`src/rtl/btu_pkg.sv`:
```
package btu_pkg;
  typedef enum logic [1:0] {
    OP_NONE  = 2'b00,
    OP_WRITE = 2'b01,
    OP_READ  = 2'b10,
    OP_TOUCH = 2'b11
  } btu_op_e;

  typedef enum logic [1:0] {
    ST_IDLE = 2'd0,
    ST_SLOT = 2'd1,
    ST_HOLD = 2'd2
  } btu_state_e;
endpackage

```
`src/rtl/btu_ms_prescale.sv`:
```
module btu_ms_prescale #(
  parameter int CLK_PER_MS = 50000
) (
  input  logic clk,
  input  logic rst,
  input  logic run,
  output logic tick
);
  generate
    if (CLK_PER_MS <= 1) begin : g_direct
      assign tick = run;
    end else begin : g_count
      localparam int PW = $clog2(CLK_PER_MS);
      localparam logic [PW-1:0] TOP = PW'(CLK_PER_MS - 1);
      logic [PW-1:0] pre;

      assign tick = run && (pre == TOP);

      always_ff @(posedge clk) begin
        if (rst || !run) pre <= '0;
        else if (tick)   pre <= '0;
        else             pre <= pre + 1'b1;
      end

      AST_PRE_RANGE: assert property (@(posedge clk) disable iff (rst)
        pre <= TOP);
    end
  endgenerate
endmodule

```
`src/rtl/btu_hold_timer.sv`:
```
module btu_hold_timer #(
  parameter int MS_W = 16
) (
  input  logic            clk,
  input  logic            rst,
  input  logic            run,
  input  logic            tick,
  input  logic [MS_W-1:0] target,
  output logic            expired
);
  logic [MS_W-1:0] elapsed;

  assign expired = tick && (({1'b0, elapsed} + (MS_W+1)'(1)) == {1'b0, target});

  always_ff @(posedge clk) begin
    if (rst || !run) elapsed <= '0;
    else if (tick)   elapsed <= elapsed + 1'b1;
  end

  AST_HOLD_BOUND: assert property (@(posedge clk) disable iff (rst)
    (run && target != '0) |-> (elapsed < target));
endmodule

```
`src/rtl/btu_shreg.sv`:
```
module btu_shreg #(
  parameter int W = 8
) (
  input  logic         clk,
  input  logic         rst,
  input  logic         load,
  input  logic [W-1:0] load_val,
  input  logic         shift,
  input  logic         sin,
  output logic [W-1:0] q
);
  always_ff @(posedge clk) begin
    if (rst)        q <= '0;
    else if (load)  q <= load_val;
    else if (shift) q <= {sin, q[W-1:1]};
  end
endmodule

```
`src/rtl/btu_byte_xfer.sv`:
```
module btu_byte_xfer
  import btu_pkg::*;
#(
  parameter int DATA_W     = 8,
  parameter int MS_W       = 16,
  parameter int CLK_PER_MS = 50000
) (
  input  logic              clk,
  input  logic              rst,
  input  logic              cmd_valid,
  input  logic [1:0]        cmd_op,
  input  logic [DATA_W-1:0] cmd_data,
  input  logic              pu_load,
  input  logic [MS_W-1:0]   pu_ms,
  input  logic              pu_hw_en,
  output logic [DATA_W-1:0] result,
  output logic              done,
  output logic              bit_req,
  output logic              bit_val,
  input  logic              bit_done,
  input  logic              bit_sample,
  output logic              spu_en
);
  localparam int CW = $clog2(DATA_W);
  localparam logic [CW-1:0] LAST = CW'(DATA_W - 1);

  btu_state_e        st;
  btu_op_e           op_q;
  btu_op_e           op_in;
  logic [CW-1:0]     idx;
  logic [MS_W-1:0]   pend;
  logic [DATA_W-1:0] sr;
  logic [DATA_W-1:0] load_val;
  logic              accept;
  logic              slot_end;
  logic              need_hold;
  logic              in_hold;
  logic              ms_tick;
  logic              hold_exp;

  assign op_in     = btu_op_e'(cmd_op);
  assign accept    = (st == ST_IDLE) && cmd_valid && (op_in != OP_NONE);
  assign load_val  = (op_in == OP_READ) ? {DATA_W{1'b1}} : cmd_data;
  assign slot_end  = (st == ST_SLOT) && bit_done;
  assign need_hold = (op_q == OP_WRITE) && (pend != '0);
  assign in_hold   = (st == ST_HOLD);

  btu_shreg #(.W(DATA_W)) u_sr (
    .clk(clk), .rst(rst), .load(accept), .load_val(load_val),
    .shift(slot_end), .sin(bit_sample), .q(sr)
  );

  btu_ms_prescale #(.CLK_PER_MS(CLK_PER_MS)) u_pre (
    .clk(clk), .rst(rst), .run(in_hold), .tick(ms_tick)
  );

  btu_hold_timer #(.MS_W(MS_W)) u_hold (
    .clk(clk), .rst(rst), .run(in_hold), .tick(ms_tick),
    .target(pend), .expired(hold_exp)
  );

  always_ff @(posedge clk) begin
    if (rst) begin
      st      <= ST_IDLE;
      op_q    <= OP_NONE;
      idx     <= '0;
      bit_req <= 1'b0;
      bit_val <= 1'b0;
      spu_en  <= 1'b0;
      done    <= 1'b0;
      result  <= '0;
      pend    <= '0;
    end else begin
      bit_req <= 1'b0;
      done    <= 1'b0;
      case (st)
        ST_IDLE: begin
          if (pu_load) pend <= pu_ms;
          if (accept) begin
            op_q    <= op_in;
            idx     <= '0;
            bit_req <= 1'b1;
            bit_val <= load_val[0];
            st      <= ST_SLOT;
          end
        end
        ST_SLOT: begin
          if (bit_done) begin
            if (idx == LAST) begin
              result <= (op_q == OP_WRITE) ? '0 : {bit_sample, sr[DATA_W-1:1]};
              if (need_hold) begin
                st <= ST_HOLD;
              end else begin
                done <= 1'b1;
                st   <= ST_IDLE;
              end
            end else begin
              idx     <= idx + 1'b1;
              bit_req <= 1'b1;
              bit_val <= sr[1];
              if (((idx + 1'b1) == LAST) && need_hold && pu_hw_en) spu_en <= 1'b1;
            end
          end
        end
        ST_HOLD: begin
          if (hold_exp) begin
            spu_en <= 1'b0;
            pend   <= '0;
            done   <= 1'b1;
            st     <= ST_IDLE;
          end
        end
        default: st <= ST_IDLE;
      endcase
    end
  end

  AST_REQ_PULSE: assert property (@(posedge clk) disable iff (rst)
    bit_req |=> !bit_req);
  AST_IDLE_QUIET: assert property (@(posedge clk) disable iff (rst)
    (st == ST_IDLE) |-> !bit_req);
  AST_SPU_LAST_SLOT: assert property (@(posedge clk) disable iff (rst)
    $rose(spu_en) |-> (bit_req && idx == LAST));
  AST_SPU_FALL_DONE: assert property (@(posedge clk) disable iff (rst)
    $fell(spu_en) |-> done);
  AST_ONE_SHOT: assert property (@(posedge clk) disable iff (rst)
    (done && op_q == OP_WRITE) |-> (pend == '0));
  AST_SPU_HW_OFF: assert property (@(posedge clk) disable iff (rst)
    $rose(spu_en) |-> pu_hw_en);
  AST_SPU_WRITE_ONLY: assert property (@(posedge clk) disable iff (rst)
    spu_en |-> (op_q == OP_WRITE));
  AST_DONE_PULSE: assert property (@(posedge clk) disable iff (rst)
    done |=> !done);
endmodule

```
`config.mk`:
```
export PLATFORM = sky130hd
export DESIGN_NAME = btu_byte_xfer
export DESIGN_NICKNAME = d
export VERILOG_FILES = /design/src/rtl/btu_pkg.sv /design/src/rtl/btu_ms_prescale.sv /design/src/rtl/btu_hold_timer.sv /design/src/rtl/btu_shreg.sv /design/src/rtl/btu_byte_xfer.sv
export SDC_FILE = /design/constraint.sdc
export NUM_CORES = 1
export LEC_CHECK = 0
export BUFFER_PORTS_ARGS = -buffer_cell sky130_fd_sc_hd__buf_2
export CAP_MARGIN = 20
export CORE_MARGIN = 3
export CORE_UTILIZATION = 25
export CTS_CLUSTER_DIAMETER = 80
export DETAILED_ROUTE_END_ITERATION = 7
export RECOVER_POWER = 25
export REMOVE_ABC_BUFFERS = 1
export SLEW_MARGIN = 10
export SYNTH_ARGS = -nofsm -noshare
export SYNTH_HDL_FRONTEND = slang
export SYNTH_HIERARCHICAL = 1
export SYNTH_SLANG_ARGS = --single-unit
```
`constraint.sdc`:
```
create_clock -name clk -period 3.9 [get_ports clk]
set_clock_uncertainty 0.15 [all_clocks]
set_input_delay 0.585 -clock clk [delete_from_list [all_inputs] [get_ports clk]]
set_output_delay 0.585 -clock clk [all_outputs]
set_load 0.02 [all_outputs]
```
==> flow_summary.json <==
{
  "drv_slew": 0,
  "regToRegEndpoint": "pend[6]$_SDFFE_PP0P_",
  "dp_cells": 704,
  "avgSynthCellArea_um2": 8.44,
  "maxCapViolCount": 0,
  "met1_usage_pct": 13.4,
  "diodes": 0,
  "grt_busiest_layer": "met2",
  "fmax_ghz": 0.280,
  "cts_hold_buf": 0,
  "endpoint_kind": "flip-flop",
  "utilization_pct": 30.0,
  "power_density_nw_per_um2": 382,
  "grtUsageTotal_pct": 10.7,
  "grt_remaining_overflow": 0,
  "routedWlPerCell_um": 12.9,
  "core_um2": 15400,
  "crit_family": "compound AO/OA/AOI/OAI gates",
  "io_buffers": 44,
  "clkTransAtPathRegs_ps": 60,
  "cts_setup_buffers": 0,
  "period_share_pct": 91.6,
  "first_pass_iters": 5,
  "grt_pass1_wl_um": 15700,
  "totalWireLength_um": 9300,
  "yosysWarningCount": 6,
  "ff2ff_path_depth": 11,
  "p_switching_uw": 438,
  "min_from": "op_q[1]$_SDFFE_PP0P_",
  "ios": 45,
  "initial_core_util_pct": 26.0,
  "synth_area_um2": 4010,
  "antenna_found_initial": 0,
  "whs_path_depth": 2,
  "peakVddDrop_mv": 0.168,
  "final-setup-viol-count": 0,
  "cts.sinks": 74,
  "cp-start-kind": "flip-flop",
  "fin_setup_tns_ps": 0,
  "r2r_setup_slack_ps": 330,
  "cp.arrival_ps": 3630,
  "area_growth_pct": 15.3,
  "drc_errors": 0,
  "final_common_cell": "dfxtp_1",
  "dieHeight_um": 133,
  "min_to": "op_q[1]$_SDFFE_PP0P_",
  "cp.buffers_inverters": 0,
  "cts_root_buffer": "clkbuf_16",
  "dpl-instance-area_um2": 4360,
  "ant_nets": 0,
  "cts_tree": "built",
  "status": "completed",
  "cp_slowest_cell": "or4_1",
  "seq_power_share_pct": 45.7,
  "finalCriticalPeriod_ps": 3570,
  "synth_cells": 475,
  "hp-class": "flip-flop to flip-flop",
  "place_worst_setup_slack_ps": 382,
  "grt_setup_unrepaired": "false",
  "grt_max_degree": 27,
  "insertion_delay_ps": 330,
  "power_frac_comb_pct": 10.4,
  "cp.required_ps": 3950,
  "fillers": 1651,
  "grt_util_met2_pct": 17.6,
  "layoutNonFillerInstCount": 720,
  "path_common_cell": "a21oi_1",
  "numCtsBuffers": 9,
  "p_int_mw": 1.33,
  "die_area_um2": 17600,
  "slew_headroom_pct": 57.7,
  "fin_area_um2": 4620,
  "p_leak_nw": 1.51,
  "grt_pass1_vias": 3211,
  "hpwlAfterDp_um": 6920,
  "tightest_slew_ps": 634,
  "fin_ws_ps": 326,
  "hold_viol": 0,
  "path_class": "flip-flop to flip-flop",
  "nNetsFinal": 545,
  "path_cells": "ha_1, and3_4, a21oi_1, a2111oi_4, o21ai_1, or4_1, a2111oi_2, nor2b_1, a211o_1, nand2_1, a21oi_1",
  "multiInputGateArea_um2": 2310,
  "r2r_start": "u_hold/elapsed[0]$_SDFFE_PP0P_",
  "gr-usage-met3_pct": 2.59,
  "die_w_um": 133,
  "hold_slack_ps": 302,
  "switching_share_pct": 24.8,
  "h-tree-depth": 3,
  "routed_via_density": 4.71,
  "clkPwrFrac_pct": 43.9,
  "cpPeakStageDelay_ps": 550,
  "drtIter0Drc": 185,
  "ctsResizeCount": 0,
  "rows": 45,
  "drive_above_1_share_pct": 13.2,
  "vias": 3391,
  "p_total_mw": 1.77,
  "final_cell_mix": "dfxtp_1, nor2_1, nand2_1",
  "seqCellArea_um2": 1480,
  "cp_max_fo": 16,
  "cts_buffer_depth": 2,
  "place_congestion": 0.870
}
area by class of cell:
type	instances	area share, %
Clock buffer	13	5.63
Clock inverter	3	0.514
Inverter	13	1.06
Multi-Input combinational cell	358	50.0
Sequential cell	74	32.0
Tap cell	211	5.71
Timing Repair Buffer	48	5.09
power groups by stage:
stage | logic [mW] | registers [mW] | clock network, mW
6_report | 0.184 | 0.808 | 0.776
3_5_place_dp | 0.186 | 0.824 | 0
4_1_cts | 0.187 | 0.808 | 0.796
3_3_place_gp | 0.181 | 0.824 | 0
2_1_floorplan | 0.123 | 0.820 | 0
5_1_grt | 0.205 | 0.811 | 0.828
flip-flops by register name (all words and copies together), names as in the netlist:
name               cells
bit_val                1
pend                  16
u_pre/g_count.pre     16
idx                    3
bit_req                1
result                 8
done                   1
st                     2
u_hold/elapsed        16
spu_en                 1
op_q                   2
u_sr/q                 7
worst reg2reg max path: cells and delay by family, from the launching register on:
kind | cells | cell delay [ps]
flops | 1 | 440
simple gates | 4 | 1100
compound gates | 6 | 1470
fa+ha+maj | 1 | 270
per-layer routing:
metal / share of wire, % / wire (um)
met1: 47 / 4350
met2: 47 / 4380
met3: 3.4 / 320
met4: 2.7 / 251
met5: 0 / 0
how the worst max path moves through the flow:
stage | from | to | slack, ps | cells past startpoint
final | u_hold/elapsed[0]$_SDFFE_PP0P_ | pend[6]$_SDFFE_PP0P_ | 330 | 11
after global placement | u_hold/elapsed[0]$_SDFFE_PP0P_ | pend[6]$_SDFFE_PP0P_ | 520 | 11
after CTS | u_hold/elapsed[0]$_SDFFE_PP0P_ | pend[6]$_SDFFE_PP0P_ | 320 | 11
after floorplan | u_hold/elapsed[0]$_SDFFE_PP0P_ | pend[11]$_SDFFE_PP0P_ | 740 | 11
after global routing | u_hold/elapsed[0]$_SDFFE_PP0P_ | pend[8]$_SDFFE_PP0P_ | 60 | 11
after detailed placement | u_hold/elapsed[0]$_SDFFE_PP0P_ | pend[2]$_SDFFE_PP0P_ | 380 | 11
(Power assumes the default switching activity.)
